### config.mk
export PLATFORM = sky130hd
export DESIGN_NAME = adc_seq_ctrl
export DESIGN_NICKNAME = d
export VERILOG_FILES = /design/src/rtl/adc_seq_pkg.sv /design/src/rtl/adc_rate_div.sv /design/src/rtl/adc_result_fmt.sv /design/src/rtl/adc_seq_ctrl.sv
export SDC_FILE = /design/constraint.sdc
export NUM_CORES = 1
export LEC_CHECK = 0
export ABC_AREA = 1
export ABC_CLOCK_PERIOD_IN_PS = 1980
export BUFFER_PORTS_ARGS = -buffer_cell sky130_fd_sc_hd__buf_4
export CORE_ASPECT_RATIO = 1.5
export CORE_MARGIN = 5
export CORE_UTILIZATION = 30
export CTS_BUF_LIST = sky130_fd_sc_hd__clkbuf_8
export DETAILED_ROUTE_END_ITERATION = 6
export PLACE_DENSITY_LB_ADDON = 0.12
export SETUP_SLACK_MARGIN = 0.15
export SLEW_MARGIN = 20
export SYNTH_ARGS = -nofsm -noshare
export SYNTH_HDL_FRONTEND = slang
export SYNTH_HIERARCHICAL = 1
export SYNTH_SLANG_ARGS = --single-unit
### constraint.sdc
create_clock -name clk -period 1.98 [get_ports clk]
set_input_delay 0.198 -clock clk [delete_from_list [all_inputs] [get_ports clk]]
set_output_delay 0.198 -clock clk [all_outputs]
set_load 0.02 [all_outputs]
### src/rtl/adc_seq_pkg.sv
package adc_seq_pkg;
   localparam int CHAN_W = 3;
   localparam int RATE_W = 2;
   localparam int CTRL_W = CHAN_W + RATE_W + 3;

   typedef struct packed {
      logic [CHAN_W-1:0] chan;
      logic [RATE_W-1:0] rate;
      logic              pwr;
      logic              wide;
      logic              start;
   } ctrl_t;

   typedef enum logic {
      SEQ_IDLE = 1'b0,
      SEQ_CONV = 1'b1
   } seq_state_t;
endpackage

### src/rtl/adc_rate_div.sv
module adc_rate_div #(
   parameter int BASE_EXP = 2,
   parameter int RATE_W   = 2
) (
   input  logic              clk,
   input  logic              rst_n,
   input  logic              run,
   input  logic [RATE_W-1:0] rate,
   input  logic              slow,
   output logic              tick
);
   localparam int MAX_EXP = BASE_EXP + (2**RATE_W - 1) + 1;
   localparam int CNT_W   = MAX_EXP;

   generate
      if (BASE_EXP < 1) begin : g_bad_base
         $error("adc_rate_div: BASE_EXP must be at least 1");
      end
   endgenerate

   logic [CNT_W-1:0] cnt;
   logic [CNT_W-1:0] term;
   logic [7:0]       shift;

   always_comb begin
      shift = 8'(MAX_EXP - BASE_EXP) - 8'(rate) - 8'(slow);
      term  = {CNT_W{1'b1}} >> shift;
   end

   always_ff @(posedge clk or negedge rst_n) begin
      if (!rst_n) begin
         cnt  <= '0;
         tick <= 1'b0;
      end else if (!run) begin
         cnt  <= '0;
         tick <= 1'b0;
      end else if (cnt >= term) begin
         cnt  <= '0;
         tick <= 1'b0;
      end else begin
         cnt  <= cnt + 1'b1;
         tick <= (cnt + 1'b1) >= term;
      end
   end

   assert_no_tick_unpowered_R4: assert property (@(posedge clk) disable iff (!rst_n)
      !$past(run) |-> !tick);
   assert_tick_single_R3: assert property (@(posedge clk) disable iff (!rst_n)
      tick |=> !tick);
endmodule

### src/rtl/adc_result_fmt.sv
module adc_result_fmt #(
   parameter int ADC_W = 10,
   parameter int RES_W = 8
) (
   input  logic [ADC_W-1:0] data,
   input  logic             wide,
   output logic [RES_W-1:0] main_v,
   output logic [RES_W-1:0] ext_v
);
   localparam int EXT_W = ADC_W - RES_W;

   generate
      if (EXT_W < 0 || EXT_W > RES_W) begin : g_bad_width
         $error("adc_result_fmt: need RES_W <= ADC_W <= 2*RES_W");
      end
   endgenerate

   assign main_v = data[ADC_W-1 -: RES_W];

   generate
      if (EXT_W == 0) begin : g_no_ext
         assign ext_v = '0;
      end else if (EXT_W == RES_W) begin : g_full_ext
         assign ext_v = wide ? data[EXT_W-1:0] : '0;
      end else begin : g_part_ext
         assign ext_v = wide ? {data[EXT_W-1:0], {(RES_W-EXT_W){1'b0}}} : '0;
      end
   endgenerate
endmodule

### src/rtl/adc_seq_ctrl.sv
module adc_seq_ctrl
   import adc_seq_pkg::*;
#(
   parameter int BASE_EXP = 2,
   parameter int ADC_W    = 10,
   parameter int RES_W    = 8
) (
   input  logic              clk,
   input  logic              rst_n,
   input  logic              ctrl_we,
   input  logic [7:0]        ctrl_wdata,
   input  logic              slow_clk,
   input  logic              adc_done_i,
   input  logic [ADC_W-1:0]  adc_data_i,
   output logic [7:0]        ctrl_q,
   output logic [RES_W-1:0]  res_main_o,
   output logic [RES_W-1:0]  res_ext_o,
   output logic              done_pulse_o,
   output logic              samp_en_o,
   output logic              adc_pwr_o,
   output logic              adc_start_o,
   output logic [2:0]        adc_chan_o
);
   generate
      if (CTRL_W != 8) begin : g_bad_ctrl
         $error("adc_seq_ctrl: control word must be 8 bits");
      end
   endgenerate

   ctrl_t       ctrl_r, ctrl_d, wr_v;
   seq_state_t  state;
   logic        wide_lat;
   logic        finish;
   logic [RES_W-1:0] fmt_main, fmt_ext;

   assign wr_v   = ctrl_t'(ctrl_wdata);
   assign finish = (state == SEQ_CONV) && ctrl_r.pwr && adc_done_i;

   always_comb begin
      ctrl_d = ctrl_r;
      if (ctrl_we) begin
         ctrl_d       = wr_v;
         ctrl_d.start = ctrl_r.start | (wr_v.start & wr_v.pwr);
      end
      if (!ctrl_d.pwr || finish) ctrl_d.start = 1'b0;
   end

   always_ff @(posedge clk or negedge rst_n) begin
      if (!rst_n) ctrl_r <= '0;
      else        ctrl_r <= ctrl_d;
   end

   adc_rate_div #(.BASE_EXP(BASE_EXP), .RATE_W(RATE_W)) u_div (
      .clk   (clk),
      .rst_n (rst_n),
      .run   (ctrl_r.pwr),
      .rate  (ctrl_r.rate),
      .slow  (slow_clk),
      .tick  (samp_en_o)
   );

   adc_result_fmt #(.ADC_W(ADC_W), .RES_W(RES_W)) u_fmt (
      .data   (adc_data_i),
      .wide   (wide_lat),
      .main_v (fmt_main),
      .ext_v  (fmt_ext)
   );

   always_ff @(posedge clk or negedge rst_n) begin
      if (!rst_n) begin
         state        <= SEQ_IDLE;
         adc_start_o  <= 1'b0;
         adc_chan_o   <= '0;
         wide_lat     <= 1'b0;
         res_main_o   <= '0;
         res_ext_o    <= '0;
         done_pulse_o <= 1'b0;
      end else begin
         adc_start_o  <= 1'b0;
         done_pulse_o <= 1'b0;
         unique case (state)
            SEQ_IDLE: begin
               if (ctrl_r.start && ctrl_r.pwr && samp_en_o) begin
                  adc_start_o <= 1'b1;
                  adc_chan_o  <= ctrl_r.chan;
                  wide_lat    <= ctrl_r.wide;
                  state       <= SEQ_CONV;
               end
            end
            SEQ_CONV: begin
               if (!ctrl_r.pwr) begin
                  state <= SEQ_IDLE;
               end else if (adc_done_i) begin
                  res_main_o   <= fmt_main;
                  res_ext_o    <= fmt_ext;
                  done_pulse_o <= 1'b1;
                  state        <= SEQ_IDLE;
               end
            end
            default: state <= SEQ_IDLE;
         endcase
      end
   end

   assign ctrl_q    = ctrl_r;
   assign adc_pwr_o = ctrl_r.pwr;

   assert_start_single_R6: assert property (@(posedge clk) disable iff (!rst_n)
      adc_start_o |=> !adc_start_o);
   assert_start_after_tick_R6: assert property (@(posedge clk) disable iff (!rst_n)
      adc_start_o |-> $past(samp_en_o));
   assert_done_single_R7: assert property (@(posedge clk) disable iff (!rst_n)
      done_pulse_o |=> !done_pulse_o);
   assert_start_cleared_R7: assert property (@(posedge clk) disable iff (!rst_n)
      done_pulse_o |-> !ctrl_q[0]);
   assert_no_start_unpowered_R4: assert property (@(posedge clk) disable iff (!rst_n)
      !adc_pwr_o |-> !adc_start_o);
endmodule

* Yosys cells after proc, flatten, opt, wreduce, memory -nomap -nowiden *
Cells that the tools add are included.
Widths: inputs -> output; s select.

word-level totals
  input bits = 23
  register bits after elaboration = 38
  output and inout bits = 31
  logic and storage cells = 47

cells by class
  $add $sub $neg = 3
  shift-type cells = 1
  muxes and demuxes = 15
  reductions and logical operators = 9
  order comparisons = 2
  bitwise operators = 3

operators by type and width
  operator             number
  $ge 6x6->1           2
  $mux 6               2
  $mux 1               10
  $mux 8               1
  $shr 6x8->6 const A  1
  $sub 8x1->8          1
  $add 6x1->6 const B  1
  $logic_and 1x1->1    4
  $sub 3x2->4 const A  1
  $mux 3               1
  $reduce_and 3->1     1
  $pmux 1 s2           1
  $reduce_and 2->1     1
  $reduce_bool 2->1    1
  $and 1x1->1          1
  $logic_not 1->1      1
  $logic_or 1x1->1     1
  $not 1->1            1
  $or 1x1->1           1

* Longest topological paths before layout *
Gate-level depths: netlist of the first run.

  depth in word-level cells = 6
  mapped depth = 14
  gate-level depth less buffers = 14

* By module *
The synthesis of the first run kept the hierarchy.

by module, submodules not included
  module          seq. area each (um2)  area an instance (um2)  times used  cells each
  adc_seq_ctrl    775.7                 1192.4                  1           132
  adc_rate_div    175.2                 696.9                   1           94
  adc_result_fmt  0.0                   123.9                   1           19

* Worst setup path before layout of the first run *
No wires, ideal clock.

  path type = flip-flop to flip-flop
  from = register ctrl_r, in the netlist ctrl_q[3]
  to = register u_div.tick
  setup slack = -0.288 ns
  arrival time = 2.144 ns
  buffers on the path = 0
  cell stages (with the launch flop) = 13
  library setup time = 0.124 ns
  period minus slack after synthesis = 2.268 ns
  data required time = 1.856 ns
  cells stage by stage = dfrtp_1 inv_1 ha_1 inv_1 ha_1 xnor2_1 o21ai_0 ha_1 nand2_1 a21oi_1 nor2_1 nand2_1 nor2_1

on the way
  cells in the longest elaborated chain, start to end = 6
  elaborated cells on any way between the ends = 7
  classes of those cells = add/sub (2); order compare (2); shift (1); mux (2)

RTL lines
  element                        RTL line                                RTL
  start: declaration             adc_seq_ctrl.sv:30                      ctrl_t ctrl_r, ctrl_d, wr_v;
  start signal: assignment       adc_seq_ctrl.sv:50                      else ctrl_r <= ctrl_d;
  $sub 3x2->4 *                  adc_rate_div.sv:26                      shift = 8'(MAX_EXP - BASE_EXP) - 8'(rate) - 8'(slow);
  $sub 8x1->8 *                  adc_rate_div.sv:26
  $shr 6x8->6 *                  adc_rate_div.sv:27                      term = {CNT_W{1'b1}} >> shift;
  $ge 6x6->1 (on tied branches)  adc_rate_div.sv:42, adc_rate_div.sv:37
  $mux 1 *                       adc_rate_div.sv:37                      end else if (cnt >= term) begin
  $mux 1 *                       adc_rate_div.sv:34                      end else if (!run) begin
  end signal: assignment         adc_rate_div.sv:42                      tick <= (cnt + 1'b1) >= term;
  end: declaration               adc_rate_div.sv:10                      output logic tick

Every way passes the cells marked *; elsewhere a longest branch is shown, timed or not.
A chain may end at the register's enable or synchronous reset.

* Final worst setup path of the first run *
  from = register ctrl_r, in the netlist ctrl_q[3]
  to = register u_div.cnt[1]

on the way
  cells in the longest elaborated chain, start to end = 6

RTL lines
  element                 RTL line            RTL
  $sub 3x2->4             adc_rate_div.sv:26
  $sub 8x1->8             adc_rate_div.sv:26
  $shr 6x8->6             adc_rate_div.sv:27
  $ge 6x6->1              adc_rate_div.sv:37
  $mux 6                  adc_rate_div.sv:37
  $mux 6                  adc_rate_div.sv:34
  end signal: assignment  adc_rate_div.sv:41  cnt <= cnt + 1'b1;
  end: declaration        adc_rate_div.sv:21  logic [CNT_W-1:0] cnt;

No other way between the ends.

==> reports/metrics.csv, run 1 <==
stage;metric;value;unit
place;Port Buffer Count;53;
sta;Final Critical Period;2.076;ns
yosys;compound-cell area share of the yosys netlist;1.243;%
floorplan;die height;110.3;microns
cells_and_area;Syn-to-layout area delta;32.57;%
place;Post-Place Setup Slack;-0.1862;ns
power;P_leak;1.554;nW
power;Sw Ratio;28.44;%
routing;max layer used;met4;
clock_tree;Inserted Clock Buffers;5;
routing;wire length per cell;12.15;microns
power;Seq pwr share;42.2;%
power;logic gate share of total power;24.4;%
routing;metal2 WL;2.438;mm
yosys;multiplexer share of the synthesized area;0;%
routing;met3 wire length;222;microns
clock_tree;clk sinks;38;
place;gpl congestion;0.7666;
routing;DRT Pass-1 Iters;4;
global_route;vias in the first global route;1603;
clock_tree;Clock transition at path regs;0.08;ns
floorplan;Initial Utilization;30.82;%
yosys;YS warnings;6;
power;clock power share;33.4;%
sta;setup ws final;-0.09620;ns
yosys;post-synth top area share;47.23;%
clock_tree;Clock Latency Late Sink;0.29;ns
yosys;Mean Syn Cell Area;8.217;sq um
sta;RSZ-0062 raised after global routing;true;
worst_setup_path;critical path class;flop to flop;
job;max cap viols;0;
yosys;Synth Area in XOR/XNOR;2.175;%
clock_tree;root buf cell;clkbuf_8;
yosys;Synth Flop Type;dfrtp_1;
yosys;flops & latches, synth;38;
yosys;Post-Synth Adder-Cell Area;10.57;%
yosys;commonest cells in the netlist;nand2_1 (108), dfrtp_1 (38), inv_1 (25);
yosys;Post-synth ARST share;100.0;%
worst_setup_path;crit start category;flop;
outcome;failing checks;setup timing;
floorplan;Std-Cell Rows;36;
routing;final routed DRC violation total;0;
yosys;Netlist cell types;20;
yosys;post-synthesis cell count;245;
worst_setup_path;CP required;2.20;ns
floorplan;die width;76.89;microns
yosys;post-synthesis simple-gate area fraction;26.97;%
power;Int Pwr;1.449;mW
yosys;mapped cell area;2013;sq um
cells_and_area;fillcell total;687;
worst_setup_path;CP delay by family, top;adder cells;
routing;vias post-DR;1617;
global_route;number of antenna violations at the first check in global routing;0;
worst_setup_path;most used cell, CP;nand2_1;
worst_setup_path;CP max-delay cell;dfrtp_2;
floorplan;Top Ports;54;
yosys;count leader, synth;nand2_1;
hold_path;Hold Crit Class;input port to flop;
outcome;status;complete, but fails checks;
cells_and_area;Final nets;343;
sta;Slew Limit Fails;0;
routing;1st-iter DRT viols;46;
routing;met1 WL;1.871;mm
worst_setup_path;Worst EP arrival;2.29;ns
yosys;combinational family with the most area after synthesis;simple AND/OR/NAND/NOR gates;
power;total power draw;2.025;mW
floorplan;Placeable Area;6531;sq um
global_route;GR Overflow Total;0;
worst_setup_path;Reg2Reg Setup Slack;-0.1;ns
sta;final-report setup violation count;7;
worst_setup_path;crit path cell chain;inv_2 > ha_4 > inv_2 > ha_4 > xnor2_4 > or2_1 > ha_1 > inv_1 > nand2_1 > nand2_1 > nand2_1 > nand2_2 > nand2_4 > nor2_1;
yosys;Yosys top cell by area;dfrtp_1;
yosys;share of the yosys chip area belonging to registers;47.23;%
routing;DRT antenna net count;0;
power;Psw;0.5758;mW
power;Peak supply drop;473.3;uV
clock_tree;CTS tree;built;
global_route;first-pass GRT wire length;7.624;mm
floorplan;die area;8483;sq um
worst_setup_path;crit path max fanout;7;
yosys;most area-consuming cells after synthesis;dfrtp_1 (47%), nand2_1 (20%), ha_1 (11%);
routing;drt total wl;4.604;mm
sta;maximum clock rate;481.6;MHz
worst_setup_path;CP endpoint kind;flop;
yosys;Post-synth EDFFs;0;
power;pwr dens;758.7;nW/um^2
cells_and_area;antenna diode count;0;
cells_and_area;share of cells above drive strength 1;29.70;%
sta;final hold vios;0;
clock_tree;# H-tree levels;2;
sta;Worst Clk Skew;0.004060;ns
global_route;Total Routing Usage GR;11.52;%
global_route;largest net degree at the start of global routing;39;
worst_setup_path;CP Buf/Inv Count;3;
clock_tree;CTS Buffer Depth;2;
sta;Final period util;104.9;%
routing;vias per std cell;4.266;
worst_setup_path;max incr delay on CP;0.37;ns
place;post-DP HPWL;3.495;mm
registers in the layout, summed over array words and instances, names as in the netlist:
signal        flops
adc_chan_o        3
adc_start_o       1
state             1
res_main_o        8
u_div/tick        1
u_div/cnt         6
adc_pwr_o         1
res_ext_o         8
ctrl_q            7
done_pulse_o      1
wide_lat          1
path summary, 6_finish.rpt:
| kind | start | to | depth (start not counted) |
|---|---|---|---|
| worst max register to register | ctrl_q[3]$_DFFE_PN0P_ | u_div/cnt[1]$_DFF_PN0_ | 14 |
| worst min-delay path | adc_data_i[4] | res_main_o[2]$_DFFE_PN0P_ | 3 |
| max in group asynchronous | rst_n | ctrl_q[4]$_DFFE_PN0P_ | 2 |
| min in group asynchronous | rst_n | res_main_o[1]$_DFFE_PN0P_ | 2 |
| worst max-delay path | ctrl_q[3]$_DFFE_PN0P_ | u_div/cnt[1]$_DFF_PN0_ | 14 |
| worst min register to register | adc_chan_o[2]$_DFFE_PN0P_ | adc_chan_o[2]$_DFFE_PN0P_ | 2 |
placed cells by master, fill, tap and decap left out, types with 2 or more instances in the layout:
master and count:
nor2_2 4, a21oi_1 2, nand2_1 106, inv_2 3, clkbuf_8 6, ha_1 15
dfrtp_1 36, conb_1 6, nand2_2 2, buf_4 63, xor2_1 2, ha_4 2
nand3_1 8, dfrtp_2 2, nor2_1 10, inv_1 22
power groups by stage:
stage / combinational [mW] / clock [mW] / sequential [mW]
6_report: 0.494 / 0.676 / 0.854
5_1_grt: 0.563 / 0.735 / 0.861
4_1_cts: 0.503 / 0.699 / 0.856
3_5_place_dp: 0.470 / 0 / 0.870
3_3_place_gp: 0.469 / 0 / 0.870
2_1_floorplan: 0.245 / 0 / 0.912
layer usage:
layer,vias up,global-route usage [%]
met1,745,12.88
li1,832,-
met2,33,21.02
met4,0,4.125
met3,7,2.927
met5,-,0
tightest hold or removal path: stages:
cell and delay, ns:
buf_4 0.07, nand2_1 0.04, nand2_1 0.04
kinds of logic after synthesis:
| group | count (synthesis) |
|---|---|
| and+or+nand+nor | 135 |
| buffers and inverters | 44 |
| DFF | 38 |
| adders and majority gates | 17 |
| AOI/OAI and AO/OA | 5 |
| xor gates and xnor gates | 5 |
| other | 1 |
timing repair:
action	4_1_cts	5_1_grt
gates resized for setup	9	1
buffers inserted	1	1
setup endpoints to repair	7	7
pin swaps	6	2
hold buffers	1	0
endpoints found under the hold margin	38	0
stage by stage:
| step | utilization [%] | hold WS, ns | TNS, ns | instances | instance area, sq um |
|---|---|---|---|---|---|
| 2_1_floorplan | - | -0.09759 | -0.7247 | 250 | 2069 |
| 3_3_place_gp | 38.10 | 0.2094 | -1.147 | 369 | 2489 |
| 3_5_place_dp | 38.10 | 0.2082 | -1.187 | 369 | 2489 |
| 4_1_cts | 40.71 | 0.09206 | -0.9026 | 378 | 2659 |
| 5_1_grt | 40.86 | 0.08870 | -1.466 | 379 | 2669 |
| 6_report | 40.86 | 0.09638 | -0.5979 | 379 | 2669 |
layout make-up:
cell class                      instances  area, sq um  area share (%)
Clock buffer                            6        82.58           3.094
Multi-Input combinational cell        168        924.6           34.65
Timing Repair Buffer                   64        483.0           18.10
Sequential cell                        38        953.4           35.72
Inverter                               26        100.1           3.751
Tap cell                               76        95.09           3.563
Clock inverter                          1        30.03           1.125
Power figures use the tool's default switching activity.
==> inputs of run 2 (changes only) <==
--- a/config.mk
+++ b/config.mk
@@ -18,5 +18,4 @@
 export SLEW_MARGIN = 20
 export SYNTH_ARGS = -nofsm -noshare
 export SYNTH_HDL_FRONTEND = slang
-export SYNTH_HIERARCHICAL = 1
 export SYNTH_SLANG_ARGS = --single-unit
==> reports/metrics.csv, run 2 <==
stage;metric;value;unit;change
worst_setup_path;Setup crit start;ctrl_q[3]$_DFFE_PN0P_;;unchanged
power;P_leak;1.328;nW;was 1.554 nW
clock_tree;clk sinks;32;;was 38
routing;vias per std cell;4.194;;was 4.266
global_route;vias in the first global route;1412;;was 1,603
sta;setup ws final;-0.2543;ns;was -0.09620 ns
floorplan;Initial Utilization;31.05;%;was 30.82%
floorplan;die width;71.79;microns;was 76.89 microns
routing;vias post-DR;1426;;was 1,617
yosys;Post-synth EDFFs;0;;unchanged
cells_and_area;commonest non-fill, non-tap cell in the layout;nand2_1;;unchanged
worst_setup_path;Worst EP arrival;2.45;ns;was 2.29 ns
yosys;YS warnings;0;;was 6
yosys;flops & latches, synth;32;;was 38
worst_setup_path;Critical R2R Launch;ctrl_q[3]$_DFFE_PN0P_;;unchanged
worst_setup_path;crit start category;flop;;unchanged
global_route;largest net degree at the start of global routing;33;;was 39
worst_setup_path;crit path cell chain;inv_2 > ha_4 > inv_2 > ha_4 > ha_4 > inv_4 > nor2_4 > o21ai_2 > ha_1 > nand2_1 > a21oi_2 > nor2_1 > nand2_2 > nor2_1;;was inv_2 > ha_4 > inv_2 > ha_4 > xnor2_4 > or2_1 > ha_1 > inv_1 > nand2_1 > nand2_1 > nand2_1 > nand2_2 > nand2_4 > nor2_1
global_route;GR Overflow Total;0;;unchanged
clock_tree;root buf cell;clkbuf_8;;unchanged
global_route;first-pass GRT wire length;6.479;mm;was 7.624 mm
cells_and_area;most frequent cells in the layout;nand2_1 (63), buf_4 (57), dfrtp_1 (30);;was nand2_1 (106), buf_4 (63), dfrtp_1 (36)
power;pwr dens;770.7;nW/um^2;was 758.7 nW/um^2
global_route;Total Routing Usage GR;11.17;%;was 11.52%
worst_setup_path;CP required;2.19;ns;was 2.20 ns
cells_and_area;Largest Register;res_main_o;;
cells_and_area;Syn-to-layout area delta;39.91;%;was 32.57%
clock_tree;Inserted Clock Buffers;5;;unchanged
sta;final-report setup violation count;7;;unchanged
place;Port Buffer Count;47;;was 53
power;Peak supply drop;289.8;uV;was 473.3 uV
floorplan;Std-Cell Rows;33;;was 36
clock_tree;Clock Latency Late Sink;0.27;ns;was 0.29 ns
routing;drt total wl;3.852;mm;was 4.604 mm
clock_tree;Clock transition at path regs;0.07;ns;was 0.08 ns
yosys;count leader, synth;nand2_1;;unchanged
worst_setup_path;most used cell, CP;ha_4;;was nand2_1
worst_setup_path;CP max-delay cell;dfrtp_2;;unchanged
sta;Final period util;112.8;%;was 104.9%
yosys;commonest cells in the netlist;nand2_1 (67), dfrtp_1 (32), inv_1 (30);;was nand2_1 (108), dfrtp_1 (38), inv_1 (25)
sta;Final Critical Period;2.234;ns;was 2.076 ns
routing;wire length per cell;11.33;microns;was 12.15 microns
yosys;Netlist cell types;18;;was 20
cells_and_area;Final Instance Area;2404;sq um;was 2669 sq um
place;gpl congestion;0.7555;;was 0.7666
cells_and_area;FF/Latch Area;803.3;sq um;was 953.4 sq um
worst_setup_path;CP endpoint kind;flop;;unchanged
outcome;failing checks;setup timing;;unchanged
outcome;status;complete, but fails checks;;unchanged
routing;final routed DRC violation total;0;;unchanged
place;Placed Area;2223;sq um;was 2489 sq um
yosys;most area-consuming cells after synthesis;dfrtp_1 (47%), nand2_1 (15%), ha_1 (14%);;was dfrtp_1 (47%), nand2_1 (20%), ha_1 (11%)
sta;maximum clock rate;447.6;MHz;was 481.6 MHz
worst_setup_path;crit path max fanout;7;;unchanged
cells_and_area;Final nets;311;;was 343
yosys;mapped cell area;1718;sq um;was 2013 sq um
floorplan;Top Ports;54;;unchanged
clock_tree;CTS Buffer Depth;2;;unchanged
floorplan;die height;102.7;microns;was 110.3 microns
cells_and_area;Non-Filler Instances;340;;was 379
routing;DRT antenna net count;0;;unchanged
cells_and_area;fillcell total;619;;was 687
sta;Worst Clk Skew;0.005065;ns;was 0.004060 ns
yosys;share of the yosys chip area belonging to registers;46.61;%;was 47.23%
yosys;Post-synth ARST share;100.0;%;unchanged
cells_and_area;number of flip-flops in the largest register;8;;
hold_path;worst min-delay path startpoint;adc_data_i[8];;was adc_data_i[4]
routing;DRT Pass-1 Iters;3;;was 4
yosys;post-synth top area share;46.61;%;was 47.23%
sta;RSZ-0062 raised after global routing;true;;unchanged
worst_setup_path;max incr delay on CP;0.36;ns;was 0.37 ns
yosys;Mean Syn Cell Area;8.259;sq um;was 8.217 sq um
place;post-DP HPWL;3.017;mm;was 3.495 mm
floorplan;Placeable Area;5533;sq um;was 6531 sq um
clock_tree;CTS tree;built;;unchanged
job;max cap viols;0;;unchanged
yosys;Yosys top cell by area;dfrtp_1;;unchanged
cells_and_area;antenna diode count;0;;unchanged
place;placed cell count;328;;was 369
yosys;post-synthesis cell count;208;;was 245
hold_path;Hold Crit Class;input port to flop;;unchanged
global_route;number of antenna violations at the first check in global routing;0;;unchanged
floorplan;die area;7371;sq um;was 8483 sq um
sta;hold_ws;0.1119;ns;was 0.09638 ns
yosys;Synth Flop Type;dfrtp_1;;unchanged
cells_and_area;Multi-input gate area;865.8;sq um;was 924.6 sq um
clock_tree;# H-tree levels;2;;unchanged
routing;1st-iter DRT viols;58;;was 46
sta;Slew Limit Fails;0;;unchanged
cells_and_area;share of cells above drive strength 1;33.70;%;was 29.70%
worst_setup_path;critical path class;flop to flop;;unchanged
sta;final hold vios;0;;unchanged
==> run 2: changes by cell type in the layout (fill, tap and decap cells not counted), moves of 3 or more <==
| cell | delta |
|---|---|
| nor2_1 | +4 |
| inv_1 | +5 |
| nand2_2 | +3 |
| ha_4 | +3 |
| buf_4 | -6 |
| o21ai_0 | +14 |
| nand2_1 | -43 |
| nand3_1 | -4 |
| dfrtp_1 | -6 |
==> run 2: final timing paths <==
kind,end,slack [ns],depth (start not counted)
max,u_div.cnt[2]$_DFF_PN0_,-0.25,14
min,res_main_o[6]$_DFFE_PN0P_,0.11,3
max reg2reg,u_div.cnt[2]$_DFF_PN0_,-0.25,14
min reg2reg,res_main_o[4]$_DFFE_PN0P_,0.48,2
max in group asynchronous,ctrl_q[4]$_DFFE_PN0P_,1.27,2
min in group asynchronous,adc_chan_o[0]$_DFFE_PN0P_,0.39,2
==> run 2: logic make-up after synthesis <==
| family | after synthesis | synth area share [%] |
|---|---|---|
| AOI/OAI and AO/OA | 20 | 6.045 |
| xor gates and xnor gates | 3 | 1.530 |
| adders and majority gates | 19 | 13.84 |
| buffers and inverters | 40 | 10.42 |
| DFF | 32 | 46.61 |
| other | 1 | 0.2183 |
| and+or+nand+nor | 93 | 21.34 |
==> run 2: per-stage QoR <==
stage          power, mW  utilization (%)  setup slack (ns)  setup TNS, ns
6_report           1.852            43.44           -0.2543         -1.729
2_1_floorplan      1.128                -           -0.2347         -1.611
5_1_grt            2.002            43.44           -0.4160         -2.850
4_1_cts            1.874            42.83           -0.2546         -1.746
3_5_place_dp       1.344            40.19           -0.2986         -1.923
3_3_place_gp       1.340            40.19           -0.3372         -2.104
==> run 2: layout make-up <==
cell class | count | share of cell area, %
clock inverters | 2 | 0.3123
repair buffers | 58 | 18.22
flip-flops and latches | 32 | 33.42
multi-input cells | 141 | 36.02
well taps | 70 | 3.644
inverters | 31 | 4.945
clock buffers | 6 | 3.436
==> run 2: layer usage <==
| metal | vias up | track usage [%] | share of wire, % |
|---|---|---|---|
| li1 | 743 | - | - |
| met5 | - | 0 | 0 |
| met3 | 4 | 2.049 | 4.9 |
| met1 | 646 | 12.95 | 42 |
| met2 | 33 | 19.55 | 51 |
| met4 | 0 | 5.644 | 1.9 |
==> run 2: power by group <==
group / internal (mW) / total (mW) / leakage [nW] / switching (mW)
sequential: 0.712 / 0.751 / 0.423 / 0.0393
clock: 0.273 / 0.489 / 0.0538 / 0.216
combinational: 0.269 / 0.612 / 0.851 / 0.343
==> run 2: what timing repair did <==
item | in CTS | in global routing
hold buffers | 1 | 0
resized for setup | 7 | 5
gates cloned | 0 | 0
endpoints found under the setup margin | 7 | 7
endpoints found under the hold margin | 32 | 0
setup buffers | 2 | 1
pin swaps | 19 | 4
==> run 2: worst max-delay path, delay by kind of cell (launching register included) <==
family,cells,cell delay (ns)
fa+ha+maj,4,0.96
simple gates,5,0.59
flops,1,0.36
compound gates,2,0.14
buf+inv,3,0.12
==> inputs of run 3 (changes only) <==
--- a/config.mk
+++ b/config.mk
@@ -10,9 +10,11 @@
 export BUFFER_PORTS_ARGS = -buffer_cell sky130_fd_sc_hd__buf_4
 export CORE_ASPECT_RATIO = 1.5
 export CORE_MARGIN = 5
-export CORE_UTILIZATION = 30
+export CORE_UTILIZATION = 47
 export CTS_BUF_LIST = sky130_fd_sc_hd__clkbuf_8
 export DETAILED_ROUTE_END_ITERATION = 6
+export GPL_ROUTABILITY_DRIVEN = 0
+export MAX_ROUTING_LAYER = met4
 export PLACE_DENSITY_LB_ADDON = 0.12
 export SETUP_SLACK_MARGIN = 0.15
 export SLEW_MARGIN = 20
==> reports/metrics.csv, run 3 (synthesis gave the netlist of run 2 again) <==
stage;metric;value;unit;change
routing;vias per std cell;4.578;;was 4.194
cells_and_area;Multi-input gate area;860.8;sq um;was 865.8 sq um
routing;metal2 WL;1.904;mm;was 1.981 mm
cells_and_area;Final Instance Area;2385;sq um;was 2404 sq um
global_route;GR Overflow Total;0;;unchanged
sta;Slew Limit Fails;0;;unchanged
place;post-DP HPWL;2.903;mm;was 3.017 mm
clock_tree;Clock Latency Late Sink;0.28;ns;was 0.27 ns
clock_tree;CTS tree;built;;unchanged
worst_setup_path;Register-to-Register Path Depth;15;;was 14
cells_and_area;Non-Filler Instances;313;;was 340
routing;DRT antenna net count;0;;unchanged
cells_and_area;Largest Register;res_main_o;;unchanged
power;pwr dens;825.3;nW/um^2;was 770.7 nW/um^2
routing;met1 WL;1.402;mm;was 1.608 mm
routing;DRT Pass-1 Iters;4;;was 3
routing;max layer used;met4;;unchanged
floorplan;Placeable Area;3615;sq um;was 5533 sq um
clock_tree;# H-tree levels;2;;unchanged
routing;final routed DRC violation total;0;;unchanged
sta;maximum clock rate;449.9;MHz;was 447.6 MHz
job;max cap viols;0;;unchanged
global_route;largest net degree at the start of global routing;33;;unchanged
sta;setup ws final;-0.2427;ns;was -0.2543 ns
routing;met3 wire length;272;microns;was 189 microns
cells_and_area;share of cells above drive strength 1;34.81;%;was 33.70%
sta;final-report setup violation count;7;;unchanged
power;Psw;0.6197;mW;was 0.5987 mW
cells_and_area;Syn-to-layout area delta;38.82;%;was 39.91%
sta;hold_ws;0.1105;ns;was 0.1119 ns
clock_tree;Clock transition at path regs;0.07;ns;about the same
cells_and_area;antenna diode count;0;;unchanged
global_route;Total Routing Usage GR;16.58;%;was 11.17%
sta;RSZ-0062 raised after global routing;true;;unchanged
sta;Final period util;112.3;%;was 112.8%
place;placed cell count;302;;was 328
clock_tree;clk sinks;32;;unchanged
routing;wire length per cell;11.65;microns;was 11.33 microns
place;Placed Area;2197;sq um;was 2223 sq um
worst_setup_path;crit path cell chain;inv_2 > ha_4 > inv_2 > ha_4 > ha_4 > inv_4 > nand2_4 > nor2_4 > o21ai_2 > ha_1 > nand2_1 > a21oi_2 > nor2_2 > nand2_4 > nor2_1;;was inv_2 > ha_4 > inv_2 > ha_4 > ha_4 > inv_4 > nor2_4 > o21ai_2 > ha_1 > nand2_1 > a21oi_2 > nor2_1 > nand2_2 > nor2_1
global_route;first-pass GRT wire length;6.161;mm;was 6.479 mm
cells_and_area;commonest non-fill, non-tap cell in the layout;nand2_1;;unchanged
power;Peak supply drop;523.8;uV;was 289.8 uV
clock_tree;CTS Buffer Depth;2;;unchanged
power;clock power share;30.4;%;was 26.4%
floorplan;die height;84.05;microns;was 102.7 microns
floorplan;Initial Utilization;47.53;%;was 31.05%
worst_setup_path;Worst EP arrival;2.44;ns;was 2.45 ns
clock_tree;root buf cell;clkbuf_8;;unchanged
floorplan;die width;59.37;microns;was 71.79 microns
routing;1st-iter DRT viols;62;;was 58
floorplan;die area;4989;sq um;was 7371 sq um
power;logic gate share of total power;31.4;%;was 33.0%
cells_and_area;FF/Latch Area;803.3;sq um;unchanged
power;Int Pwr;1.349;mW;was 1.254 mW
floorplan;Std-Cell Rows;27;;was 33
sta;Worst Clk Skew;0.005157;ns;was 0.005065 ns
worst_setup_path;critical path class;flop to flop;;unchanged
worst_setup_path;CP endpoint kind;flop;;unchanged
global_route;number of antenna violations at the first check in global routing;0;;unchanged
worst_setup_path;CP required;2.19;ns;about the same
cells_and_area;most frequent cells in the layout;nand2_1 (64), buf_4 (57), dfrtp_1 (30);;was nand2_1 (63), buf_4 (57), dfrtp_1 (30)
sta;Final Critical Period;2.223;ns;was 2.234 ns
global_route;vias in the first global route;1356;;was 1,412
routing;vias post-DR;1433;;was 1,426
power;Seq pwr share;38.2;%;was 40.6%
cells_and_area;fillcell total;316;;was 619
worst_setup_path;max incr delay on CP;0.36;ns;about the same
sta;final hold vios;0;;unchanged
place;Port Buffer Count;47;;unchanged
outcome;failing checks;setup timing;;unchanged
outcome;status;complete, but fails checks;;unchanged
worst_setup_path;most used cell, CP;ha_4;;unchanged
hold_path;Hold Crit Class;input port to flop;;unchanged
cells_and_area;number of flip-flops in the largest register;8;;unchanged
place;Post-Place Setup Slack;-0.2466;ns;was -0.2986 ns
worst_setup_path;CP max-delay cell;dfrtp_2;;unchanged
cells_and_area;Final nets;311;;unchanged
clock_tree;Inserted Clock Buffers;5;;unchanged
power;P_leak;1.337;nW;was 1.328 nW
hold_path;worst hold stages;3;;unchanged
worst_setup_path;crit start category;flop;;unchanged
worst_setup_path;crit path max fanout;7;;unchanged
cells_and_area;final core utilization;65.97;%;was 43.44%
power;Sw Ratio;31.48;%;was 32.32%
floorplan;Top Ports;54;;unchanged
routing;drt total wl;3.646;mm;was 3.852 mm
==> run 3: per-stage QoR <==
step / TNS (ns) / power (mW)
after floorplan: -1.611 / 1.128
after global placement: -1.418 / 1.330
after detailed placement: -1.651 / 1.342
after CTS: -1.601 / 1.974
after global routing: -2.546 / 2.116
final: -1.641 / 1.968
==> run 3: routing by layer <==
layer	GRT usage [%]	vias up
li1	-	746
met1	18.25	645
met2	27.86	36
met3	4.180	6
met4	6.186	0
met5	-	-
==> run 3: worst max-delay path: cells and delay by family (launching register included) <==
kind                     cells  cell delay (ns)
adder cells (fa/ha/maj)      4             0.84
AND/OR/NAND/NOR              6             0.65
buffers and inverters        3             0.14
flip-flops                   1             0.36
AO/OA/AOI/OAI                2             0.14
==> run 3: worst paths after layout <==
| path | endpoint | from | slack, ns |
|---|---|---|---|
| max in group asynchronous | ctrl_q[3]$_DFFE_PN0P_ | rst_n | 1.29 |
| min reg2reg | res_main_o[0]$_DFFE_PN0P_ | res_main_o[0]$_DFFE_PN0P_ | 0.48 |
| min in group asynchronous | ctrl_q[0]$_DFFE_PN0P_ | rst_n | 0.39 |
| max reg2reg | u_div.cnt[3]$_DFF_PN0_ | ctrl_q[3]$_DFFE_PN0P_ | -0.24 |
| min | res_main_o[5]$_DFFE_PN0P_ | adc_data_i[7] | 0.11 |
| max | u_div.cnt[3]$_DFF_PN0_ | ctrl_q[3]$_DFFE_PN0P_ | -0.24 |
==> run 3: timing repair <==
item,CTS,global route
gates resized for setup,5,12
setup endpoints to repair,7,7
buffers inserted,2,0
hold buffers,1,0
pin swaps,20,12
hold endpoints to repair,32,0
==> run 3: area by class of cell <==
cell class,instances,share of cell area (%)
clock buffer,5,2.886
timing repair buffer,58,18.36
clock inverter,3,1.626
multi-input combinational,141,36.10
sequential,32,33.68
tap,43,2.256
inverter,31,5.089
==> run 3: power groups by stage <==
stage | sequential [mW] | combinational [mW] | clock, mW
6_report | 0.753 | 0.617 | 0.598
5_1_grt | 0.761 | 0.709 | 0.647
4_1_cts | 0.753 | 0.604 | 0.617
3_5_place_dp | 0.765 | 0.577 | 0
3_3_place_gp | 0.763 | 0.567 | 0
2_1_floorplan | 0.819 | 0.309 | 0
